--- src/rtl/tone_pkg.sv ---
package tone_pkg;
  typedef enum logic [1:0] {
    TM_CONT = 2'd0,
    TM_GATE = 2'd1,
    TM_PASS = 2'd2,
    TM_ALT  = 2'd3
  } tone_mode_e;

  // Level a channel drives for a given mode, tone phase and synced input.
  function automatic logic chan_level(logic [1:0] m, logic ph, logic ext);
    logic lvl;
    case (tone_mode_e'(m))
      TM_GATE: lvl = ph & ext;
      TM_PASS: lvl = ext;
      default: lvl = ph;
    endcase
    return lvl;
  endfunction

  // High during the first half of the period.
  function automatic logic phase_of(int unsigned cnt, int unsigned half);
    return (cnt < half);
  endfunction
endpackage

--- src/rtl/tone_divider.sv ---
module tone_divider #(
  parameter int unsigned HALF_CYCLES = 25,
  localparam int unsigned PERIOD = 2 * HALF_CYCLES,
  localparam int unsigned CW = $clog2(PERIOD)
) (
  input  logic          clk,
  input  logic          rst_n,
  output logic [CW-1:0] cnt_o,
  output logic          phase_o,
  output logic          wrap_o
);
  import tone_pkg::*;

  localparam logic [CW-1:0] LAST = CW'(PERIOD - 1);

  logic [CW-1:0] cnt_q;

  always_ff @(posedge clk or negedge rst_n) begin
    if (!rst_n)            cnt_q <= '0;
    else if (cnt_q == LAST) cnt_q <= '0;
    else                    cnt_q <= cnt_q + 1'b1;
  end

  assign cnt_o   = cnt_q;
  assign wrap_o  = (cnt_q == LAST);
  assign phase_o = phase_of(int'(cnt_q), HALF_CYCLES);
endmodule

--- src/rtl/mod_sync.sv ---
module mod_sync #(
  parameter int unsigned WIDTH  = 2,
  parameter int unsigned STAGES = 2
) (
  input  logic             clk,
  input  logic             rst_n,
  input  logic [WIDTH-1:0] d_i,
  output logic [WIDTH-1:0] q_o
);
  logic [STAGES-1:0] chain_q [WIDTH];

  for (genvar b = 0; b < WIDTH; b++) begin : g_bit
    always_ff @(posedge clk or negedge rst_n) begin
      if (!rst_n) chain_q[b] <= '0;
      else        chain_q[b] <= {chain_q[b][STAGES-2:0], d_i[b]};
    end
    assign q_o[b] = chain_q[b][STAGES-1];
  end
endmodule

--- src/rtl/tone_channel.sv ---
module tone_channel (
  input  logic       clk,
  input  logic       rst_n,
  input  logic       en_i,
  input  logic [1:0] mode_i,
  input  logic       phase_i,
  input  logic       ext_i,
  output logic       out_o
);
  import tone_pkg::*;

  logic level_next;
  assign level_next = en_i ? chan_level(mode_i, phase_i, ext_i) : 1'b0;

  always_ff @(posedge clk or negedge rst_n) begin
    if (!rst_n) out_o <= 1'b0;
    else        out_o <= level_next;
  end
endmodule

--- src/rtl/dual_tone_source.sv ---
module dual_tone_source #(
  parameter int unsigned NUM_CH      = 2,
  parameter int unsigned HALF_CYCLES = 25,
  parameter int unsigned SYNC_STAGES = 2
) (
  input  logic                clk,
  input  logic                rst_n,
  input  logic [NUM_CH-1:0]   tone_en,
  input  logic [2*NUM_CH-1:0] mode_sel,
  input  logic [NUM_CH-1:0]   ext_mod,
  output logic [NUM_CH-1:0]   tone_out
);
  localparam int unsigned CW = $clog2(2 * HALF_CYCLES);

  logic [CW-1:0]     div_cnt;
  logic              div_phase;
  logic              div_wrap;
  logic [NUM_CH-1:0] ext_sync;

  tone_divider #(.HALF_CYCLES(HALF_CYCLES)) u_div (
    .clk(clk), .rst_n(rst_n),
    .cnt_o(div_cnt), .phase_o(div_phase), .wrap_o(div_wrap)
  );

  mod_sync #(.WIDTH(NUM_CH), .STAGES(SYNC_STAGES)) u_sync (
    .clk(clk), .rst_n(rst_n), .d_i(ext_mod), .q_o(ext_sync)
  );

  for (genvar c = 0; c < NUM_CH; c++) begin : g_ch
    tone_channel u_ch (
      .clk(clk), .rst_n(rst_n),
      .en_i(tone_en[c]), .mode_i(mode_sel[2*c +: 2]),
      .phase_i(div_phase), .ext_i(ext_sync[c]),
      .out_o(tone_out[c])
    );
  end
endmodule

--- config.mk ---
export PLATFORM = sky130hd
export DESIGN_NAME = dual_tone_source
export DESIGN_NICKNAME = d
export VERILOG_FILES = /design/src/rtl/tone_pkg.sv /design/src/rtl/tone_divider.sv /design/src/rtl/mod_sync.sv /design/src/rtl/tone_channel.sv /design/src/rtl/dual_tone_source.sv
export SDC_FILE = /design/constraint.sdc
export NUM_CORES = 1
export LEC_CHECK = 0
export BUFFER_PORTS_ARGS = -buffer_cell sky130_fd_sc_hd__buf_2
export CORE_MARGIN = 5
export CORE_UTILIZATION = 35
export DETAILED_ROUTE_END_ITERATION = 10
export PLACE_DENSITY = 0.56
export SLEW_MARGIN = 20
export SYNTH_ARGS = -nofsm -noshare
export SYNTH_HDL_FRONTEND = slang
export SYNTH_SLANG_ARGS = --single-unit
--- constraint.sdc ---
create_clock -name clk -period 1.6 [get_ports clk]
set_input_delay 0.32 -clock clk [delete_from_list [all_inputs] [get_ports clk]]
set_output_delay 0.32 -clock clk [all_outputs]
set_load 0.02 [all_outputs]
==> metrics.md <==
| Metric | Value |
|---|---|
| Outcome | `complete, no violations` |
| WS Path Type | `flip-flop to flip-flop` |
| TritonCTS clock tree | `done` |
| Worst skew pair latency | `280 ps` |
| Buffers added on ports | `11` |
| Buffer levels on the longest clock path | `2` |
| # placed instances | `93` |
| Synth top area cells | `dfrtp_1 (47%), ha_1 (14%), inv_1 (5.2%), nand3b_1 (4.7%), o2111ai_1 (2.7%)` |
| Max cap viols | `0` |
| Final Critical Period | `1210 ps` |
| Crit path max fanout | `6` |
| GR Util All Layers | `0.0862` |
| I/O pin cnt | `12` |
| Synthesized flop and latch total | `12` |
| GP Congestion | `0.787` |
| Synth Instances | `60` |
| Vias in the first global route | `419` |
| Worst setup EP type | `flip-flop` |
| Syn_nets | `77` |
| Post-layout nets | `91` |
| Seq/Total Area, Yosys | `0.466` |
| Initial Util | `0.369` |
| Pre-CTS WS | `394 ps` |
| Setup-failing EPs final | `0` |
| Diode count | `0` |
| First-pass GRT wire length | `between 1500 and 2000 um` |
| Setup TNS | `0 ps` |
| Clock Sinks | `12` |
| Initial antenna violation count | `0` |
| CP Data Arrival Time | `1370 ps` |
| Clock root buffer | `clkbuf_4` |
| Vias per cell | `4.55` |
| Slew @ Worst Pin | `291 ps` |
| Fillers | `170` |
| Achievable Freq | `approximately 830 MHz` |
| Share of cells above drive strength 1 | `0.247` |
| Setup WS post-layout | `between 300 and 400 ps` |
| RSZ-0062 raised after global routing | `false` |
| # resized after CTS | `0` |
| Antenna Nets Post-Route | `0` |
| Drt total wl | `around 1000 um` |
| Pwr dens | `slightly below 800 mW/mm^2` |
| Worst relative slew slack | `0.806` |
| First-pass DRT Iterations | `4` |
| Critical path data required time | `1760 ps` |
| Critical-path cell list | `inv_1 > ha_1 > nor2b_4 > o2111ai_1 > a31oi_1` |
| Mapped Area | `around 640 sq um` |
| Critical path's top delay family | `flip-flops` |
| CTS Buf Count | `3` |
| Die ar. | `0.00280 sq mm` |
| Area grow syn2layout | `16.5%` |
| H-tree depth | `1` |
| Tightest Hold Check Type | `input pin to flip-flop` |
| Core Region | `between 0.0015 and 0.002 sq mm` |
| Multi-input logic area | `about 280 sq um` |
| Critical Path Source Type | `flip-flop` |
| Register Area | `300 sq um` |
| Hpwl dp | `807 um` |
| Avg WL per Cell | `10.7 um` |
| DRC viols | `0` |
| CTS clk-pin slew, worst paths | `80 ps` |
| Die Y | `52.9 um` |
| Die Width | `52.9 um` |
| Synth unique cells | `22` |
| Vias | `446` |
| Area share of the largest cell type after synthesis | `0.466` |
| Dpl cell area | `704 sq um` |
| Largest net degree at the start of global routing | `13` |
| Final period util | `0.756` |
| Worst vdd ir | `between 400 and 500 uV` |
| Synthesized area per cell | `10.7 sq um` |
| Final cell count without fillers | `98` |
| Cell accounting for the most synthesized area | `dfrtp_1` |
| CP bufs+invs | `1` |
| Skew final | `9.08 ps` |
| Initial drt markers | `16` |
| Max Slew Vio Count | `0` |
| Final instance area | `roughly 750 sq um` |
| CP max stage delay | `430 ps` |
| Critical-path top delay cell | `dfrtp_1` |
| GR Overflow Total | `0` |
| Synth Warn # | `0` |
| Row cnt | `15` |
| Final Hold Viols | `0` |
| Pleak | `0.367 nW` |
[layer usage]
layer	track usage	wire, um	vias up	share of wire
met3	0.0535	88	0	0.084
met4	0.0255	0	0	0
met2	0.136	510	9	0.49
li1	-	-	232	-
met1	0.0952	445	205	0.43
met5	0	0	-	0
[kinds of logic (layout without fill, tap and decap cells)]
logic type      count (synthesis)  count (layout)  synth area share
simple gates                   17              17             0.169
flops                          12              12             0.466
buf+inv                        12              25            0.0932
compound gates                 10              10             0.107
fa+ha+maj                       7               7             0.136
xor+xnor                        1               1            0.0136
mux                             1               1            0.0155
[cell type report]
| class | count | area share |
|---|---|---|
| well taps | 25 | 0.0417 |
| multi-input cells | 36 | 0.378 |
| inverters | 9 | 0.0450 |
| repair buffers | 12 | 0.0867 |
| flip-flops and latches | 12 | 0.400 |
| clock buffers | 4 | 0.0483 |
[cell usage after synthesis (all sizes together)]
| cell | number |
|---|---|
| a21oi | 3 |
| a31oi | 2 |
| a41oi | 1 |
| buf | 3 |
| dfrtp | 12 |
| ha | 7 |
| inv | 9 |
| mux2i | 1 |
| nand2 | 3 |
| nand3 | 1 |
| nand3b | 4 |
| nand4b | 1 |
| nor2 | 3 |
| nor2b | 2 |
| nor3 | 3 |
| o2111ai | 2 |
| o211ai | 2 |
| xnor2 | 1 |
[what timing repair did]
| action | CTS | global route |
|---|---|---|
| hold buffers | 1 | 0 |
| setup buffers | 0 | 0 |
| hold endpoints to repair | 12 | 0 |
[power breakdown]
group          internal [W]  switching (W)  leakage, nW
Clock              0.000138       0.000105       0.0210
Combinational     0.0000171      0.0000181        0.202
Sequential         0.000309     0.00000186        0.144
[placed cells by master, fill, tap and decap left out, drive strengths merged, types with 3 or more instances in the layout]
master and count:
dfrtp 12, buf 11, inv 9, ha 7
nand3b 4, clkbuf 4, a21oi 3, nor2 3
nand2 3, nor3 3
[final timing paths]
kind                                   startpoint                 end  slack (ps)  cells after the start
worst min register to register  u_sync.chain_q[0]       u_sync.q_o[1]         340                      0
worst max-delay path               u_div.cnt_o[0]  g_ch[0].u_ch.out_o         390                      5
max in group asynchronous                   rst_n   u_sync.chain_q[2]         930                      2
worst min-delay path                   ext_mod[1]   u_sync.chain_q[0]         150                      1
worst max register to register     u_div.cnt_o[0]  g_ch[0].u_ch.out_o         390                      5
min in group asynchronous                   rst_n      u_div.cnt_o[5]         450                      2
[worst register-to-register path, stage by stage (launching register included)]
cell and delay, ps:
dfrtp_1 430, inv_1 70, ha_1 190, nor2b_4 130, o2111ai_1 190, a31oi_1 100
[flip-flops by register name, summed over array words and instances (netlist names)]
| name | cells |
|---|---|
| g_ch.u_ch.out_o | 2 |
| u_div.cnt_o | 6 |
| u_sync.q_o | 2 |
| u_sync.chain_q | 2 |
[through the flow]
stage / hold slack [ps] / utilization / power [W]
after floorplan: 24.4 / - / 0.000331
after global routing: 136 / 0.430 / 0.000621
after CTS: 137 / 0.430 / 0.000602
final: 150 / 0.430 / 0.000589
after global placement: 214 / 0.404 / 0.000351
after detailed placement: 216 / 0.404 / 0.000351
(Power assumes the default switching activity.)
